===== config.mk =====
export PLATFORM = sky130hd
export DESIGN_NAME = uart_irq_ctrl
export DESIGN_NICKNAME = d
export VERILOG_FILES = /design/src/rtl/uart_irq_ctrl.sv
export SDC_FILE = /design/constraint.sdc
export NUM_CORES = 1
export LEC_CHECK = 0
export BUFFER_PORTS_ARGS = -buffer_cell sky130_fd_sc_hd__buf_2
export CORE_ASPECT_RATIO = 1.1
export CORE_MARGIN = 4
export CORE_UTILIZATION = 30
export CTS_CLUSTER_SIZE = 20
export DETAILED_ROUTE_END_ITERATION = 8
export GPL_TIMING_DRIVEN = 0
export HOLD_SLACK_MARGIN = 0.06
export PLACE_DENSITY = 0.56
export SLEW_MARGIN = 0
export SYNTH_ARGS = -nofsm -noshare
export SYNTH_HDL_FRONTEND = slang
export SYNTH_SLANG_ARGS = --single-unit

===== constraint.sdc =====
create_clock -name clk -period 2.97 [get_ports clk]
set_clock_uncertainty 0.05 [all_clocks]
set_input_delay 0 -clock clk [delete_from_list [all_inputs] [get_ports clk]]
set_output_delay 0 -clock clk [all_outputs]
set_load 0.01 [all_outputs]

===== src/rtl/uart_irq_ctrl.sv =====
module uart_irq_ctrl #(
  parameter int LVL_W = 5
) (
  input  logic             clk,
  input  logic             rst_n,
  input  logic             host_wr,
  input  logic             host_rd,
  input  logic             host_sel,
  input  logic [7:0]       host_wdata,
  output logic [7:0]       host_rdata,
  input  logic             thr_wr,
  input  logic             fifo_en,
  input  logic [LVL_W-1:0] rx_level,
  input  logic [LVL_W-1:0] rx_trig,
  input  logic [LVL_W-1:0] tx_level,
  input  logic [LVL_W-1:0] tx_trig,
  input  logic             rhr_full,
  input  logic             thr_empty,
  input  logic [3:0]       lsr_err,
  input  logic             msr_chg,
  input  logic             xoff_rx,
  input  logic             ext_en,
  input  logic             rts_n,
  input  logic             cts_n,
  output logic             irq
);

  localparam logic [7:0] ID_NONE = 8'h01;
  localparam logic [7:0] ID_LINE = 8'h06;
  localparam logic [7:0] ID_RX   = 8'h04;
  localparam logic [7:0] ID_TX   = 8'h02;
  localparam logic [7:0] ID_MDM  = 8'h00;
  localparam logic [7:0] ID_XOFF = 8'h10;
  localparam logic [7:0] ID_PIN  = 8'h20;

  logic [7:0] ier, en, isr;
  logic tx_cond_q, rts_q, cts_q;
  logic tx_p, mdm_p, xoff_p, rts_p, cts_p;

  assign en = {ier[7:5] & {3{ext_en}}, 1'b0, ier[3:0]};

  wire ier_wr  = host_wr && !host_sel;
  wire isr_rd  = host_rd && host_sel;
  wire rx_src  = fifo_en ? (rx_level >= rx_trig) : rhr_full;
  wire tx_cond = fifo_en ? (tx_level < tx_trig) : thr_empty;
  wire polled  = fifo_en && (ier[3:0] == 4'h0);

  wire tx_set = (en[1] && tx_cond && !tx_cond_q) ||
                (ier_wr && host_wdata[1] && !ier[1] && tx_cond);

  always_comb begin
    if (en[2] && (|lsr_err))        isr = ID_LINE;
    else if (en[0] && rx_src)       isr = ID_RX;
    else if (en[1] && tx_p)         isr = ID_TX;
    else if (en[3] && mdm_p)        isr = ID_MDM;
    else if (en[5] && xoff_p)       isr = ID_XOFF;
    else if ((en[6] && rts_p) || (en[7] && cts_p)) isr = ID_PIN;
    else                            isr = ID_NONE;
  end

  wire ack_tx  = isr_rd && (isr == ID_TX);
  wire ack_mdm = isr_rd && (isr == ID_MDM);
  wire ack_xof = isr_rd && (isr == ID_XOFF);
  wire ack_pin = isr_rd && (isr == ID_PIN);

  assign irq        = !isr[0] && !polled;
  assign host_rdata = host_sel ? isr : ier;

  always_ff @(posedge clk or negedge rst_n) begin
    if (!rst_n) begin
      ier       <= 8'h00;
      tx_cond_q <= 1'b0;
      rts_q     <= 1'b1;
      cts_q     <= 1'b1;
      tx_p      <= 1'b0;
      mdm_p     <= 1'b0;
      xoff_p    <= 1'b0;
      rts_p     <= 1'b0;
      cts_p     <= 1'b0;
    end else begin
      if (ier_wr) ier <= host_wdata & 8'hEF;
      tx_cond_q <= tx_cond;
      rts_q     <= rts_n;
      cts_q     <= cts_n;
      tx_p   <= tx_set || (tx_p && !thr_wr && !ack_tx);
      mdm_p  <= (en[3] && msr_chg) || (mdm_p && !ack_mdm);
      xoff_p <= (en[5] && xoff_rx) || (xoff_p && !ack_xof);
      rts_p  <= (en[6] && (rts_n ^ rts_q)) || (rts_p && !ack_pin);
      cts_p  <= (en[7] && (cts_n ^ cts_q)) || (cts_p && !ack_pin);
    end
  end

endmodule


# After elaboration in Yosys (flattened, before gate mapping)
# Cells that the tools add are included.
[classes]
n_mux = 9
bitwise = 3
reduce_logical = 50
order_cmp = 2
eq_ne = 3
[op_table]
columns = ["operator", "n"]
rows = [
  ["logical AND 1 bit", 30],
  ["2-to-1 mux 6 bit", 5],
  ["2-to-1 mux 8 bit", 2],
  ["logical NOT 1 bit", 10],
  ["equality test 8 x 2 -> 1 bit (second input constant)", 1],
  ["equality test 8 x 5 -> 1 bit (second input constant)", 1],
  ["equality test 8 x 6 -> 1 bit (second input constant)", 1],
  ["logical NOT 8 bit", 1],
  ["logical OR 1 bit", 7],
  ["greater-or-equal comparator 5 bit", 1],
  ["less-than comparator 5 bit", 1],
  ["logical NOT 4 bit", 1],
  ["OR reduction 4 bit", 1],
  ["AND 3 bit", 1],
  ["2-to-1 mux 1 bit", 2],
  ["XOR 1 bit", 2],
]
[totals]
inputBits = 46
reg_bits = 15

# Depth between registers and ports, before layout
[depth]
ltp_word = 14
mapped_depth = 7
mapped_depth_nobuf = 7

# Worst setup path before layout
# OpenSTA, ideal clock, no wires.
[synth_path]
path_type = "register to output"
startpoint = "reg ier[0]"
endpoint = "out host_rdata[5]"
stages_incl_launch_ff = 6
slack_ns = 1.583
arrival_time_ns = 1.337
n_path_buf = 0
path_cell_list = "dfrtp_1 -> o21ai_1 -> a31oi_1 -> a221oi_2 -> nand2_1 -> o32ai_1"
[synth_between]
elab_chain_len = 4
[synth_rtl]
columns = ["item", "line", "rtl"]
rows = [
  ["from (decl)", "36", "logic [7:0] ier, en, isr;"],
  ["from (signal assigned)", "81", "if (ier_wr) ier <= host_wdata & 8'hEF;"],
  ["logical AND 1 bit", "53", "else if (en[0] && rx_src) isr = ID_RX;"],
  ["2-to-1 mux 6 bit", "53", ""],
  ["2-to-1 mux 8 bit", "52", "if (en[2] && (|lsr_err)) isr = ID_LINE;"],
  ["2-to-1 mux 8 bit", "67", "assign host_rdata = host_sel ? isr : ier;"],
  ["to (decl)", "10", "output logic [7:0] host_rdata,"],
]
# No other way between the ends.

# Worst setup path in the final report
[layout_path]
startpoint = "reg ier[0]"
endpoint = "reg xoff_p"
[layout_between]
elab_chain_len = 8
[layout_rtl]
columns = ["item", "line", "rtl"]
rows = [
  ["logical AND 1 bit", "53", ""],
  ["2-to-1 mux 6 bit", "53", ""],
  ["2-to-1 mux 8 bit", "52", ""],
  ["equality test 8 x 5 -> 1 bit", "63", "wire ack_xof = isr_rd && (isr == ID_XOFF);"],
  ["logical AND 1 bit", "63", ""],
  ["logical NOT 1 bit", "87", "xoff_p <= (en[5] && xoff_rx) || (xoff_p && !ack_xof);"],
  ["logical AND 1 bit", "87", ""],
  ["logical OR 1 bit", "87", ""],
  ["to (signal assigned)", "87", ""],
  ["to (decl)", "38", "logic tx_p, mdm_p, xoff_p, rts_p, cts_p;"],
]
# No other way between the ends.
# A chain may end at the register's enable or synchronous reset.

==> impl_table.tex <==
\begin{tabular}{lr}
\hline
Metric & Value \\
\hline
\multicolumn{2}{l}{\textbf{Outcome}} \\
\quad Outcome & completed \\
\multicolumn{2}{l}{\textbf{STA}} \\
\quad Final Hold Violating Endpoints & 0 \\
\quad Setup repair after global routing missed its margin & no \\
\quad Final TNS setup & 0 ns \\
\quad Min Hold Slack & 0.09276 ns \\
\quad Final Max Tran Viols & 0 \\
\quad Fmax & 487.3 MHz \\
\quad Worst max-slew margin expressed relative to the limit & 70.62\% \\
\quad Transition time at the pin with the least slew margin & between 0.4 and 0.5 ns \\
\quad Period utilization & 69.10\% \\
\quad Min cycle time layout & 2.052 ns \\
\quad Final setup vio count & 0 \\
\multicolumn{2}{l}{\textbf{Power and ir drop}} \\
\quad Leakage power of the design & between 0.7 and 0.8 nW \\
\quad Peak ir drop on the vdd network & 0.1430 mV \\
\quad Power density of the placed cells & 382.6 mW/mm² \\
\multicolumn{2}{l}{\textbf{Setup path}} \\
\quad Cell with the largest stage delay on the worst path & dlygate4sd3\_1 \\
\quad Cell Chain, Critical Path & o21ai\_1, a31oi\_1, a221oi\_2, nand4\_1, a32o\_1, dlygate4sd3\_1 \\
\quad Critical R2R Launch & ier[0] \\
\quad Number of buffers and inverters on the critical path & 1 \\
\quad Crit Path Max Fanout & 5 \\
\quad Data required time of the critical path & slightly above 3 ns \\
\quad Critical Path Max Stage Delay & 0.55 ns \\
\quad WS Path Type & reg2reg \\
\quad Critical path launch point & ier[0] \\
\quad Startpoint type of the worst setup path & register \\
\quad Arrival @ worst endpoint & $\sim$2.2 ns \\
\quad Critical path endpoint category & register \\
\quad Top delay family on crit path & compound AO/OA/AOI/OAI gates \\
\multicolumn{2}{l}{\textbf{Layout}} \\
\quad Fraction of layout cells with a size suffix above 1 & 37.36\% \\
\quad Non-filler cells, final & 230 \\
\quad Number of inserted diodes & 0 \\
\quad Layout Nets & 238 \\
\quad Count of filler cells inserted in the layout & 332 \\
\quad Area growth from synthesis to final layout & 50.24\% \\
\quad Utilization after layout & $\sim$47\% \\
\multicolumn{2}{l}{\textbf{Floorplan}} \\
\quad Number of top-level design ports & 55 \\
\quad Initial Utilization & 30.95\% \\
\quad Number of rows created at floorplan & 22 \\
\quad Overall die width & 63.90 µm \\
\quad Area of the core & 0.003331 mm² \\
\quad Die Ht & 69.49 µm \\
\quad Area of the die & between 0.004 and 0.005 mm² \\
\multicolumn{2}{l}{\textbf{Synthesis}} \\
\quad Portion of the post-synthesis area used by sequential elements & 36.65\% \\
\quad Fraction of registers with async set or reset after synthesis & between 90\% and 100\% \\
\quad Area of the mapped netlist & 0.001031 mm² \\
\quad Primary flip-flop cell chosen by synthesis mapping & dfrtp\_1 \\
\quad EDFF count, synth & 0 \\
\quad Synth Warn \# & 0 \\
\quad Syn Inst Count & approximately 110 \\
\quad Cell variety after synth & 33 \\
\quad Total nets after synthesis & 164 \\
\quad Flop and latch count out of synthesis & 15 \\
\quad Mean Syn Cell Area & about 9.5 µm² \\
\multicolumn{2}{l}{\textbf{Drt}} \\
\quad Routed wire length per instance & 11.70 µm \\
\quad Number of vias after detailed routing & 1016 \\
\quad Iteration-0 DRC Markers & 44 \\
\quad DRC violation count after routing & 0 \\
\quad Routed Wire Length & 2690 µm \\
\quad DRT Pass-1 Iters & 4 \\
\quad Via density per instance & between 4 and 5 \\
\quad Post-route antenna net violation count & 0 \\
\multicolumn{2}{l}{\textbf{Global routing}} \\
\quad Global-route usage over all layers & 12.41\% \\
\quad Global-route wire length before repair & 4478 µm \\
\quad Vias in the first global route & between 1000 and 1500 \\
\quad Antenna violations before repair & 0 \\
\quad Congestion Overflow GR & 0 \\
\quad Pin count of the biggest net entering global routing & 16 \\
\multicolumn{2}{l}{\textbf{CTS}} \\
\quad Root buffer cell & clkbuf\_4 \\
\quad TritonCTS clock tree & built \\
\quad Largest buffer count on any clock path & 2 \\
\quad Number of clock sinks seen by CTS & 15 \\
\quad Clock-pin slew reported for the worst setup and hold paths after clock tree synthesis & roughly 0.090 ns \\
\quad Htree depth & 1 \\
\quad Number of buffers inserted during clock tree synthesis & 3 \\
\quad Worst skew pair latency & 0.28 ns \\
\multicolumn{2}{l}{\textbf{Placed design}} \\
\quad HPWL reported at the end of detailed placement & approximately 2100 µm \\
\quad Cell count after placement & roughly 210 \\
\quad Routability congestion estimate from global placement & 0.7996 \\
\quad Port Buf Inserts & 52 \\
\multicolumn{2}{l}{\textbf{Flow run}} \\
\quad Number of max-capacitance violations reported & 0 \\
\multicolumn{2}{l}{\textbf{Hold path}} \\
\quad Type of the most critical hold path & in2async \\
\hline
\end{tabular}
==> worst paths after layout <==
check,to,slack [ns],depth (start not counted)
hold reg to reg,rts_p,0.46,1
max in group asynchronous,rts_q,2.48,2
setup reg to reg,xoff_p,0.92,6
min in group clk,mdm_p,0.13,5
hold / removal,ier[5],0.09,2
setup / recovery,xoff_p,0.92,6
==> per-layer routing <==
| metal | GRT usage, % | wire [µm] |
|---|---|---|
| met1 | 14.36 | 1165 |
| met2 | 21.81 | 1310 |
| met3 | 2.593 | 203 |
| met4 | 5.036 | 10 |
| met5 | 0 | 0 |
==> logic make-up after synthesis <==
group / synth area share, %
buf+inv: 7.645
fa+ha+maj: 10.92
xor+xnor: 1.699
mux: 5.340
simple gates: 16.99
flops: 36.65
compound gates: 20.75
==> power breakdown <==
group	internal, W	total, W	leakage, nW	switching (W)
Combinational	0.000116	0.000210	0.588	0.0000946
Clock	0.0000500	0.000117	0.0177	0.0000672
Sequential	0.000237	0.000265	0.168	0.0000279
==> cells in the final DEF (no fill, tap or decap), types with 2 or more instances in the layout <==
master / count
nand2b_1: 2
xor2_1: 2
nand3_1: 6
inv_1: 17
dfstp_2: 2
a32o_1: 4
a31oi_1: 2
clkbuf_4: 3
nand4_1: 2
o21ai_0: 6
a22o_1: 2
a21oi_1: 2
nor2b_1: 5
nand2_1: 11
nor2_1: 2
o22ai_1: 2
dlygate4sd3_1: 17
buf_2: 52
dfrtp_1: 13
o22a_1: 2
ha_1: 9
mux2_2: 4
==> metrics by stage <==
stage	cell area, µm²	total power (W)	setup WS, ns
floorplan	1031	0.0003814	1.583
global placement	1351	0.0004532	1.390
detailed placement	1351	0.0004587	1.344
CTS	1549	0.0005991	0.9272
global route	1549	0.0006385	0.7463
finish	1549	0.0005926	0.9177
==> what timing repair did <==
| item | 4_1_cts | 5_1_grt |
|---|---|---|
| endpoints found under the setup margin | 0 | 0 |
| setup buffers | 0 | 0 |
| resized for setup | 0 | 0 |
| hold endpoints to repair | 30 | 0 |
| hold buffers | 17 | 0 |
==> cell type report <==
cell class                      count  area (µm²)  share of cell area (%)
Buffer                              2       15.01                  0.9693
Clock buffer                        3       22.52                   1.454
Clock inverter                      1       5.005                  0.3231
Inverter                           17       63.81                   4.120
Multi-Input combinational cell     75       574.3                   37.08
Sequential cell                    15       377.9                   24.39
Tap cell                           48       60.06                   3.877
Timing Repair Buffer               69       430.4                   27.79
==> sequential cells by signal, summed over array words and instances (netlist names) <==
signal / count
xoff_p: 1
cts_q: 1
ier: 7
rts_q: 1
mdm_p: 1
tx_p: 1
tx_cond_q: 1
rts_p: 1
cts_p: 1
==> synth_stat cells (2+ instances only) <==
library cell	number	area share (%)
dfrtp_1	13	32
inv_1	17	6.2
a32o_1	4	3.9
a22o_1	2	1.7
ha_1	9	11
nor2_1	2	0.73
o22ai_1	2	1.2
xor2_1	2	1.7
nand3_1	6	2.9
nand2b_1	2	1.2
o22a_1	2	1.7
a21oi_1	2	0.97
mux2_2	4	4.4
nor2b_1	5	3.0
o21ai_0	6	2.9
a31oi_1	2	1.2
nand2_1	11	4.0
nand4_1	2	1.2
dfstp_2	2	5.1
Note: power is estimated with default switching activity, not from simulation.
